## src/rtl/fc_pkg.sv

```systemverilog
package fc_pkg;

    // Each code step multiplies the window by 2**GATE_STEP_LOG2 ticks
    localparam int GATE_STEP_LOG2 = 2;
    localparam int GATE_CODE_W    = 2;
    localparam int MAX_WIN_LOG2   = ((1 << GATE_CODE_W) - 1) * GATE_STEP_LOG2;
    localparam int TICK_CNT_W     = MAX_WIN_LOG2 + 1;
    localparam int NUM_SRC        = 2;

    typedef enum logic [1:0] {
        GC_IDLE  = 2'd0,
        GC_ARMED = 2'd1,
        GC_OPEN  = 2'd2
    } gc_state_e;

    // Control handed from the gate sequencer to the counter
    typedef struct packed {
        logic clear;
        logic open;
    } gate_ctl_t;

    // Index of the last tick in a window of the given code
    function automatic logic [TICK_CNT_W-1:0] win_last(input logic [GATE_CODE_W-1:0] code);
        logic [TICK_CNT_W-1:0] one;
        one = 1;
        return (one << (int'(code) * GATE_STEP_LOG2)) - one;
    endfunction

    // Source priority: bit 0 first, then bit 1, otherwise none
    function automatic logic pick_edge(input logic [NUM_SRC-1:0] sel,
                                       input logic [NUM_SRC-1:0] rise);
        logic hit;
        hit = 1'b0;
        for (int k = NUM_SRC - 1; k >= 0; k--) begin
            if (sel[k]) hit = rise[k];
        end
        return hit;
    endfunction

endpackage

```

## src/rtl/fc_edge_sync.sv

```systemverilog
module fc_edge_sync #(
    parameter int NUM_IN   = 2,
    parameter int SYNC_LEN = 2
) (
    input  logic              clk,
    input  logic              rst,
    input  logic [NUM_IN-1:0] raw,
    output logic [NUM_IN-1:0] rise
);
    localparam int PIPE_LEN = SYNC_LEN + 1;

    for (genvar i = 0; i < NUM_IN; i++) begin : g_src
        logic [PIPE_LEN-1:0] pipe;

        always_ff @(posedge clk) begin
            if (rst) pipe <= '0;
            else     pipe <= {pipe[PIPE_LEN-2:0], raw[i]};
        end

        assign rise[i] = pipe[PIPE_LEN-2] & ~pipe[PIPE_LEN-1];


        rise_single_chk: assert property (@(posedge clk) disable iff (rst)
            rise[i] |=> !rise[i]);
    end

endmodule

```

## src/rtl/fc_gate_ctrl.sv

```systemverilog
module fc_gate_ctrl
    import fc_pkg::*;
(
    input  logic                   clk,
    input  logic                   rst,
    input  logic                   start,
    input  logic                   tick,
    input  logic [GATE_CODE_W-1:0] code,
    output gate_ctl_t              ctl,
    output logic                   busy
);
    gc_state_e               state;
    logic [GATE_CODE_W-1:0]  code_q;
    logic [TICK_CNT_W-1:0]   tick_cnt;
    logic                    last_tick;

    assign last_tick = (tick_cnt == win_last(code_q));

    always_ff @(posedge clk) begin
        if (rst) begin
            state    <= GC_IDLE;
            code_q   <= '0;
            tick_cnt <= '0;
        end else if (start) begin
            state    <= GC_ARMED;
            code_q   <= code;
            tick_cnt <= '0;
        end else if (tick) begin
            unique case (state)
                GC_ARMED: begin
                    state    <= GC_OPEN;
                    tick_cnt <= '0;
                end
                GC_OPEN: begin
                    if (last_tick) state <= GC_IDLE;
                    else           tick_cnt <= tick_cnt + 1'b1;
                end
                default: state <= GC_IDLE;
            endcase
        end
    end

    assign busy      = (state != GC_IDLE);
    assign ctl.open  = (state == GC_OPEN);
    assign ctl.clear = start;


    start_busy_chk: assert property (@(posedge clk) disable iff (rst)
        start |=> busy);


    idle_hold_chk: assert property (@(posedge clk) disable iff (rst)
        (state == GC_IDLE && !start) |=> (state == GC_IDLE));


    open_on_tick_chk: assert property (@(posedge clk) disable iff (rst)
        $rose(ctl.open) |-> ($past(tick) && !$past(start)));


    close_on_tick_chk: assert property (@(posedge clk) disable iff (rst)
        $fell(busy) |-> ($past(tick) && $past(ctl.open)));


    tick_bound_chk: assert property (@(posedge clk) disable iff (rst)
        ctl.open |-> (tick_cnt <= win_last(code_q)));

endmodule

```

## src/rtl/fc_count.sv

```systemverilog
module fc_count
    import fc_pkg::*;
#(
    parameter int CNT_W = 20
) (
    input  logic             clk,
    input  logic             rst,
    input  gate_ctl_t        ctl,
    input  logic             edge_hit,
    output logic [CNT_W-1:0] cnt,
    output logic             over
);
    localparam logic [CNT_W-1:0] CNT_MAX = '1;

    always_ff @(posedge clk) begin
        if (rst || ctl.clear) begin
            cnt  <= '0;
            over <= 1'b0;
        end else if (ctl.open && edge_hit) begin
            if (cnt == CNT_MAX) over <= 1'b1;
            else                cnt  <= cnt + 1'b1;
        end
    end


    clear_chk: assert property (@(posedge clk) disable iff (rst)
        ctl.clear |=> (cnt == '0 && !over));


    over_sticky_chk: assert property (@(posedge clk) disable iff (rst)
        (over && !ctl.clear) |=> over);


    saturate_chk: assert property (@(posedge clk) disable iff (rst)
        over |-> (cnt == CNT_MAX));


    frozen_chk: assert property (@(posedge clk) disable iff (rst)
        (!ctl.open && !ctl.clear) |=> $stable(cnt));

endmodule

```

## src/rtl/fc_freq_counter.sv

```systemverilog
module fc_freq_counter
    import fc_pkg::*;
#(
    parameter int CNT_W    = 20,
    parameter int SYNC_LEN = 2
) (
    input  logic                   clk,
    input  logic                   rst,
    input  logic                   tick_1ms,
    input  logic [GATE_CODE_W-1:0] gate_code,
    input  logic [NUM_SRC-1:0]     src_sel,
    input  logic                   start,
    input  logic                   sig_in1,
    input  logic                   sig_in2,
    output logic [CNT_W-1:0]       result,
    output logic                   busy,
    output logic                   over
);
    logic [NUM_SRC-1:0] rise;
    logic [NUM_SRC-1:0] sel_q;
    logic               edge_hit;
    gate_ctl_t          ctl;

    always_ff @(posedge clk) begin
        if (rst)        sel_q <= '0;
        else if (start) sel_q <= src_sel;
    end

    fc_edge_sync #(
        .NUM_IN   (NUM_SRC),
        .SYNC_LEN (SYNC_LEN)
    ) sync_i (
        .clk  (clk),
        .rst  (rst),
        .raw  ({sig_in2, sig_in1}),
        .rise (rise)
    );

    assign edge_hit = pick_edge(sel_q, rise);

    fc_gate_ctrl gate_i (
        .clk   (clk),
        .rst   (rst),
        .start (start),
        .tick  (tick_1ms),
        .code  (gate_code),
        .ctl   (ctl),
        .busy  (busy)
    );

    fc_count #(
        .CNT_W (CNT_W)
    ) count_i (
        .clk      (clk),
        .rst      (rst),
        .ctl      (ctl),
        .edge_hit (edge_hit),
        .cnt      (result),
        .over     (over)
    );


    no_source_chk: assert property (@(posedge clk) disable iff (rst)
        (sel_q == '0 && !start) |=> $stable(result));

endmodule

```

## config.mk

```make
export PLATFORM = sky130hd
export DESIGN_NAME = fc_freq_counter
export DESIGN_NICKNAME = d
export VERILOG_FILES = /design/src/rtl/fc_pkg.sv /design/src/rtl/fc_edge_sync.sv /design/src/rtl/fc_gate_ctrl.sv /design/src/rtl/fc_count.sv /design/src/rtl/fc_freq_counter.sv
export SDC_FILE = /design/constraint.sdc
export NUM_CORES = 1
export LEC_CHECK = 0
export CAP_MARGIN = 20
export CORE_MARGIN = 2
export CORE_UTILIZATION = 45
export DETAILED_ROUTE_END_ITERATION = 10
export DONT_BUFFER_PORTS = 1
export GPL_TIMING_DRIVEN = 0
export PLACE_DENSITY_LB_ADDON = 0.12
export SETUP_SLACK_MARGIN = 0.4
export SYNTH_ARGS = -nofsm -noshare
export SYNTH_HDL_FRONTEND = slang
export SYNTH_SLANG_ARGS = --single-unit
```

## constraint.sdc

```tcl
create_clock -name clk -period 3.35 [get_ports clk]
set_clock_uncertainty 0.15 [all_clocks]
set_input_delay 0.67 -clock clk [delete_from_list [all_inputs] [get_ports clk]]
set_output_delay 0.67 -clock clk [all_outputs]
set_load 0.05 [all_outputs]
```

==> summary.txt, run 1 <==
Job
  – Maxcap violations: 0

Clock network
  – CTS resizes: 0
  – Clk root buf: clkbuf_8
  – H-Tree Level Count: 2
  – Cts hold-fix bufs: 0
  – CTS Sinks: 40
  – Num CTS Buffers: 5
  – Postcts setup bufs: 0
  – Deepest clock path buffer count: 2
  – Clock insertion delay at the later pin of the skew report: 0.30 ns
  – Clk slew on worst S/H paths: 0.08 ns
  – CTS tree: yes

Global route
  – Vias in the first global route: 1508
  – Pin count of the biggest net entering global routing: 15
  – GRT Total Usage: 0.177
  – First-pass GRT wire length: 7000 um
  – Overflow after GRT: 0
  – Initial antenna violation count: 0

Setup path
  – CP arrival: ~2.8 ns
  – Most frequent CP cell: nor2_1
  – Worst path buffer plus inverter count: 1
  – Setup crit start kind: flip-flop
  – Slowest stage delay, CP: 0.74 ns
  – Crit Path Class: reg2reg
  – Worst path slowest cell: dfxtp_1
  – Crit-path max FO: 10
  – Worst path top cell family by delay: flip-flops
  – CP Cell Sequence: ha_1, nand4_1, nor2_1, clkbuf_1, a211oi_1, xnor2_1, nor2_1
  – Crit end category: flip-flop
  – Worst endpoint required time: 3.37 ns

Min path
  – Hold Crit Class: in2reg

Yosys
  – Synthesized area per cell: 8.92 um2
  – Synthesized Nets: ~230
  – Synthesized area: 1960 um2
  – Cell variety after synth: 51
  – Top FF cell, synth: dfxtp_1
  – Seq/Total Area, Yosys: 0.408
  – Syn Inst Count: 220
  – Asr flop ratio synth: 0
  – Synth Warn #: 0
  – Number of synthesized flops with an enable pin: 0
  – Synth Register Bits: 40

STA
  – # setup viols final: 0
  – Unrepaired setup endpoints after global routing: no
  – Crit path time final: 2.73 ns
  – Fmax: 367 MHz
  – Post-route clock period utilization: 0.814
  – Relative slew slack: 0.557
  – Final Max Slew Viols: 0
  – Setup TNS: 0 ns
  – Final Hold Viols: 0
  – Worst Max-Slew Pin Slew: between 0.6 and 0.7 ns

Pwr
  – Clk network pwr share: 0.386
  – Static leakage: around 0.00067 uW
  – PD cells: 402 nW/um2
  – Power after layout: 852 uW
  – Combinational power share: 0.043
  – Power Internal: ~640 uW
  – Psw: between 200 and 250 uW
  – Sequential share of power: 0.571
  – Sw Ratio: 0.247
  – Worst VDD drop: 0.265 mV

Cells and area
  – Layout Cells excl Fill: 280
  – N_diodes: 0
  – Final net count: 239
  – Share of cells above drive strength 1: 0.105
  – Design Area, Final: 2120 um2
  – P&R area growth vs syn: 8.03%

Route
  – Per-cell routed wire length: 14.7 um
  – Routed wire length: 4120 um
  – Drt pass-1 iters: 4
  – Drc violations: 0
  – Drt initial violations: 84
  – Vias: 1610
  – Antenna viol nets, final: 0
  – Vias per Instance: between 5 and 6

Placement
  – GP Congestion: ~0.91
  – HPWL after DPL: about 3000 um
  – Placed Instances: 272
  – Port Buffers: 0
  – Placed inst area: 2030 um2

Die
  – Cell row count: 24
  – Core ar.: 4260 um2
  – Die W: about 70 um
  – DIE HEIGHT: roughly 70 um
  – Io pins: 32
  – Total die area: around 4900 um2
  – Initial Util: 0.460

Run status
  – Outcome: finished clean
-- logic make-up after synthesis --
kind of cell	count (synthesis)	share of synthesized area
AOI/OAI and AO/OA	42	0.169
buffers and inverters	13	0.0370
xor gates and xnor gates	14	0.0625
muxes	6	0.0306
and+or+nand+nor	103	0.280
DFF	40	0.408
adders and majority gates	2	0.0127
-- per-stage QoR --
stage | hold slack (ns) | utilization | setup WS, ns
after floorplan | 0.264 | - | 1.04
after global placement | 0.270 | 0.476 | 0.636
after detailed placement | 0.275 | 0.476 | 0.664
after CTS | 0.278 | 0.497 | 0.629
after global routing | 0.271 | 0.497 | 0.439
final | 0.287 | 0.497 | 0.622
-- routing by layer --
| metal | up-vias | routed length [um] | share of wire | global-route usage |
|---|---|---|---|---|
| li1 | 814 | - | - | - |
| met1 | 751 | 1960 | 0.48 | 0.238 |
| met2 | 39 | 1900 | 0.46 | 0.277 |
| met3 | 6 | 202 | 0.049 | 0.0491 |
| met4 | 0 | 60 | 0.015 | 0.0577 |
| met5 | - | 0 | 0 | 0 |
-- sequential cells by signal (all words and copies together) (netlist names) --
name,flops
gate_i.state,2
sel_q,2
gate_i.code_q,2
count_i.over,1
sync_i.g_src.pipe,6
gate_i.tick_cnt,7
count_i.cnt,20
-- cell type report --
| class | instances | area [um2] |
|---|---|---|
| clock inverter | 3 | 23.8 |
| fill | 432 | 2140 |
| sequential | 40 | 801 |
| buffer | 10 | 61.3 |
| inverter | 3 | 11.3 |
| tap | 52 | 65.1 |
| clock buffer | 5 | 68.8 |
| multi-input combinational | 167 | 1090 |
-- power by group through the flow --
stage / combinational [uW] / clock [uW] / sequential [uW]
floorplan: 30.3 / 0 / 497
global placement: 36.3 / 0 / 498
detailed placement: 37.0 / 0 / 498
CTS: 37.2 / 338 / 487
global route: 40.9 / 358 / 488
finish: 36.7 / 329 / 486
-- worst paths after layout --
| kind | slack [ns] | startpoint | cells past startpoint | end |
|---|---|---|---|---|
| worst max register to register | 0.62 | count_i.cnt[0] | 7 | count_i.cnt[8] |
| worst min register to register | 0.29 | sync_i.g_src[1].pipe[0] | 1 | sync_i.g_src[1].pipe[1] |
| worst max-delay path | 0.62 | count_i.cnt[0] | 7 | count_i.cnt[8] |
| worst min-delay path | 0.29 | rst | 1 | sync_i.g_src[0].pipe[2] |
-- worst reg2reg max path, cell delays in order (launching register included) --
cell and delay, ns:
dfxtp_1 0.74, ha_1 0.42, nand4_1 0.15, nor2_1 0.34, clkbuf_1 0.41, a211oi_1 0.17, xnor2_1 0.16, nor2_1 0.06
-- cell usage after synthesis, types with 2 or more instances --
| master | n | area share |
|---|---|---|
| clkbuf_1 | 5 | 0.0096 |
| a21oi_1 | 7 | 0.018 |
| inv_1 | 3 | 0.0057 |
| and4_1 | 3 | 0.013 |
| mux2i_1 | 6 | 0.031 |
| xnor2_1 | 11 | 0.049 |
| ha_1 | 2 | 0.013 |
| dfxtp_1 | 40 | 0.41 |
| and3_1 | 3 | 0.0096 |
| a31oi_1 | 2 | 0.0064 |
| nor2b_1 | 7 | 0.022 |
| a2111oi_2 | 2 | 0.015 |
| nor4_1 | 8 | 0.025 |
| or3_1 | 4 | 0.013 |
| nand3_1 | 6 | 0.015 |
| or4_1 | 3 | 0.011 |
| buf_6 | 3 | 0.017 |
| o21ai_0 | 9 | 0.023 |
| or2_2 | 2 | 0.0064 |
| nor2_1 | 25 | 0.048 |
| and2_1 | 7 | 0.022 |
| xor2_1 | 3 | 0.013 |
| nand2_1 | 23 | 0.044 |
| o211ai_1 | 2 | 0.0076 |
| a211oi_1 | 6 | 0.023 |
| nand2b_1 | 2 | 0.0064 |
| nand4_1 | 2 | 0.0064 |
-- placed cells by master, fill, tap and decap left out, drive strengths merged, types with 3 or more instances in the layout --
cell type / Yosys / layout
dfxtp: 40 / 40
and4: 4 / 4
or3: 4 / 4
o21ai: 10 / 10
a211oi: 7 / 7
nand2: 23 / 23
a2111oi: 3 / 3
clkbuf: 5 / 10
nor4: 8 / 8
and2: 7 / 7
nor2: 25 / 25
a21oi: 7 / 7
nand3: 6 / 6
mux2i: 6 / 6
and3: 4 / 4
xnor2: 11 / 11
or4: 3 / 3
xor2: 3 / 3
nor2b: 7 / 7
inv: 3 / 3
buf: 5 / 5
Note: power is estimated with default switching activity, not from simulation.
==> run 2, diff against run 1 <==
- clock period: 3.35 -> 2.2 ns (I/O delays scaled with it)
==> summary.txt, run 2 (same netlist as run 1, synthesis figures left out) <==
Clock network
  – CTS Sinks: 40
  – Clk slew on worst S/H paths: about 0.080 ns
  – H-Tree Level Count: 2
  – Deepest clock path buffer count: 2
  – CTS tree: yes
  – Num CTS Buffers: 5
  – Cts hold-fix bufs: 0
  – Clock insertion delay at the later pin of the skew report: ~0.3 ns
  – Clk root buf: clkbuf_8

Setup path
  – Worst path slowest cell: dfxtp_4
  – Reg-to-reg critical path endpoint: count_i.cnt[5]
  – Reg2Reg Depth: 8
  – Crit-path max FO: 6
  – Worst endpoint required time: 2.25 ns
  – Slowest stage delay, CP: 0.42 ns
  – Reg-to-reg setup timing slack: between 0.15 and 0.2 ns
  – Setup crit start kind: flip-flop
  – R2R Path Start: count_i.cnt[8]
  – Crit Path Class: reg2reg
  – CP arrival: 2.08 ns
  – Most frequent CP cell: buf_6
  – CP Cell Sequence: and3_4, buf_6, and3_4, buf_6, a31o_4, buf_6, o31a_1, o21a_1
  – Crit end category: flip-flop

Min path
  – Hold path startpoint: rst
  – Hold Path Stages: 1
  – Hold Crit Class: in2reg
  – Min-Delay Endpoint: sync_i.g_src[0].pipe[2]

STA
  – Relative slew slack: 0.643
  – # setup viols final: 0
  – Final Max Slew Viols: 0
  – Setup TNS: 0 ns
  – Worst Max-Slew Pin Slew: between 0.5 and 0.6 ns
  – Fmax: approximately 490 MHz
  – Post-route clock period utilization: 0.922
  – Crit path time final: 2.03 ns
  – Unrepaired setup endpoints after global routing: yes
  – Final WS setup: 0.171 ns
  – Final Hold Viols: 0

Die
  – Io pins: 32
  – Initial Util: 0.460
  – Die W: about 70 um
  – Cell row count: 24
  – DIE HEIGHT: 70.1 um
  – Core ar.: 4260 um2
  – Total die area: 4910 um2

Cells and area
  – Largest registers: count_i.cnt (20), gate_i.tick_cnt (7), sync_i.g_src.pipe (6)
  – P&R area growth vs syn: 40.2%
  – Most frequent cells in the layout: nor2_1, nand2_1, buf_4, dfxtp_1, dfxtp_4
  – Largest register FFs: 20
  – Multi-input gate area: 1360 um2
  – Share of cells above drive strength 1: 0.405
  – Layout Cells excl Fill: 309
  – Final net count: 268
  – Reg with most FFs: count_i.cnt
  – N_diodes: 0
  – Fill count: 343
  – Most common cell after layout, fill and taps aside: nor2_1
  – FF/Latch Area: 867 um2

Route
  – Per-cell routed wire length: 17.2 um
  – Antenna viol nets, final: 0
  – Drt pass-1 iters: 4
  – Vias per Instance: 5.82
  – Drt initial violations: 73
  – Drc violations: 0
  – Routed wire length: 5320 um
  – Vias: between 1500 and 2000

Global route
  – Pin count of the biggest net entering global routing: 14
  – Initial antenna violation count: 0
  – Vias in the first global route: between 1500 and 2000
  – First-pass GRT wire length: 8310 um
  – Overflow after GRT: 0
  – GRT Total Usage: 0.210

Pwr
  – Sequential share of power: 0.516
  – Combinational power share: 0.052
  – Psw: between 300 and 400 uW
  – Power Internal: 1080 uW
  – Static leakage: approximately 0.00087 uW
  – Sw Ratio: 0.231
  – Clk network pwr share: 0.432
  – PD cells: approximately 500 nW/um2
  – Worst VDD drop: 0.258 mV

Job
  – Maxcap violations: 0

Placement
  – Port Buffers: 0
  – Worst slack, placed: 0.130 ns
  – Placed Instances: 272
  – GP Congestion: 0.842
  – HPWL after DPL: 3200 um

Run status
  – Outcome: finished clean
==> run 2: cell types whose count changed in the layout (fill, tap and decap cells not counted), sizes merged <==
cell / change
bufinv: +1
clkinvlp: -1
clkbuf: -1
buf: +30
==> run 2: power by group through the flow <==
stage               combinational, uW  clock, uW  sequential, uW
finish                           73.1        607             725
global route                     79.3        654             727
CTS                              62.2        619             726
detailed placement               57.4          0             745
global placement                 55.4          0             744
floorplan                        46.1          0             743
==> run 2: final cells by class <==
| class | instances | share of cell area |
|---|---|---|
| buffer | 10 | 0.0286 |
| clock buffer | 5 | 0.0250 |
| clock inverter | 3 | 0.0150 |
| inverter | 3 | 0.00545 |
| multi-input combinational | 167 | 0.494 |
| sequential | 40 | 0.315 |
| tap | 52 | 0.0236 |
| timing repair buffer | 29 | 0.0932 |
==> run 2: critical path, delay by kind of cell, from the launching register on <==
kind / cells / cell delay, ns
compound gates: 3 / 0.65
flops: 1 / 0.42
buf+inv: 3 / 0.36
simple gates: 2 / 0.35
==> run 2: per-layer routing <==
metal / vias up / track usage / wire [um]
met5: - / 0 / 0
met3: 7 / 0.0534 / 208
met2: 33 / 0.351 / 2660
met1: 894 / 0.263 / 2400
met4: 0 / 0.0684 / 52
li1: 863 / - / -
==> run 2: through the flow <==
step,utilization,total power (uW),hold slack (ns),instance area (um2)
final,0.646,1400,0.0518,2750
after floorplan,-,789,0.264,2060
after CTS,0.583,1410,0.0474,2490
after global routing,0.646,1460,0.0514,2750
after detailed placement,0.499,803,0.270,2130
after global placement,0.499,800,0.273,2130
==> run 2: worst max-delay path by stage <==
stage                    start        endpoint  slack [ns]
2_1_floorplan  count_i.cnt[10]  count_i.cnt[5]        0.24
3_3_place_gp    count_i.cnt[0]  count_i.cnt[8]        0.17
3_5_place_dp    count_i.cnt[0]  count_i.cnt[9]        0.13
4_1_cts        count_i.cnt[10]  count_i.cnt[5]        0.20
5_1_grt        count_i.cnt[10]  count_i.cnt[2]        0.12
6_report        count_i.cnt[8]  count_i.cnt[5]        0.17
==> run 2: repair_timing <==
item,in CTS,in global routing
pin swaps,7,26
buffers inserted,15,11
setup endpoints to repair,25,29
gates resized for setup,27,31
cloned,3,0
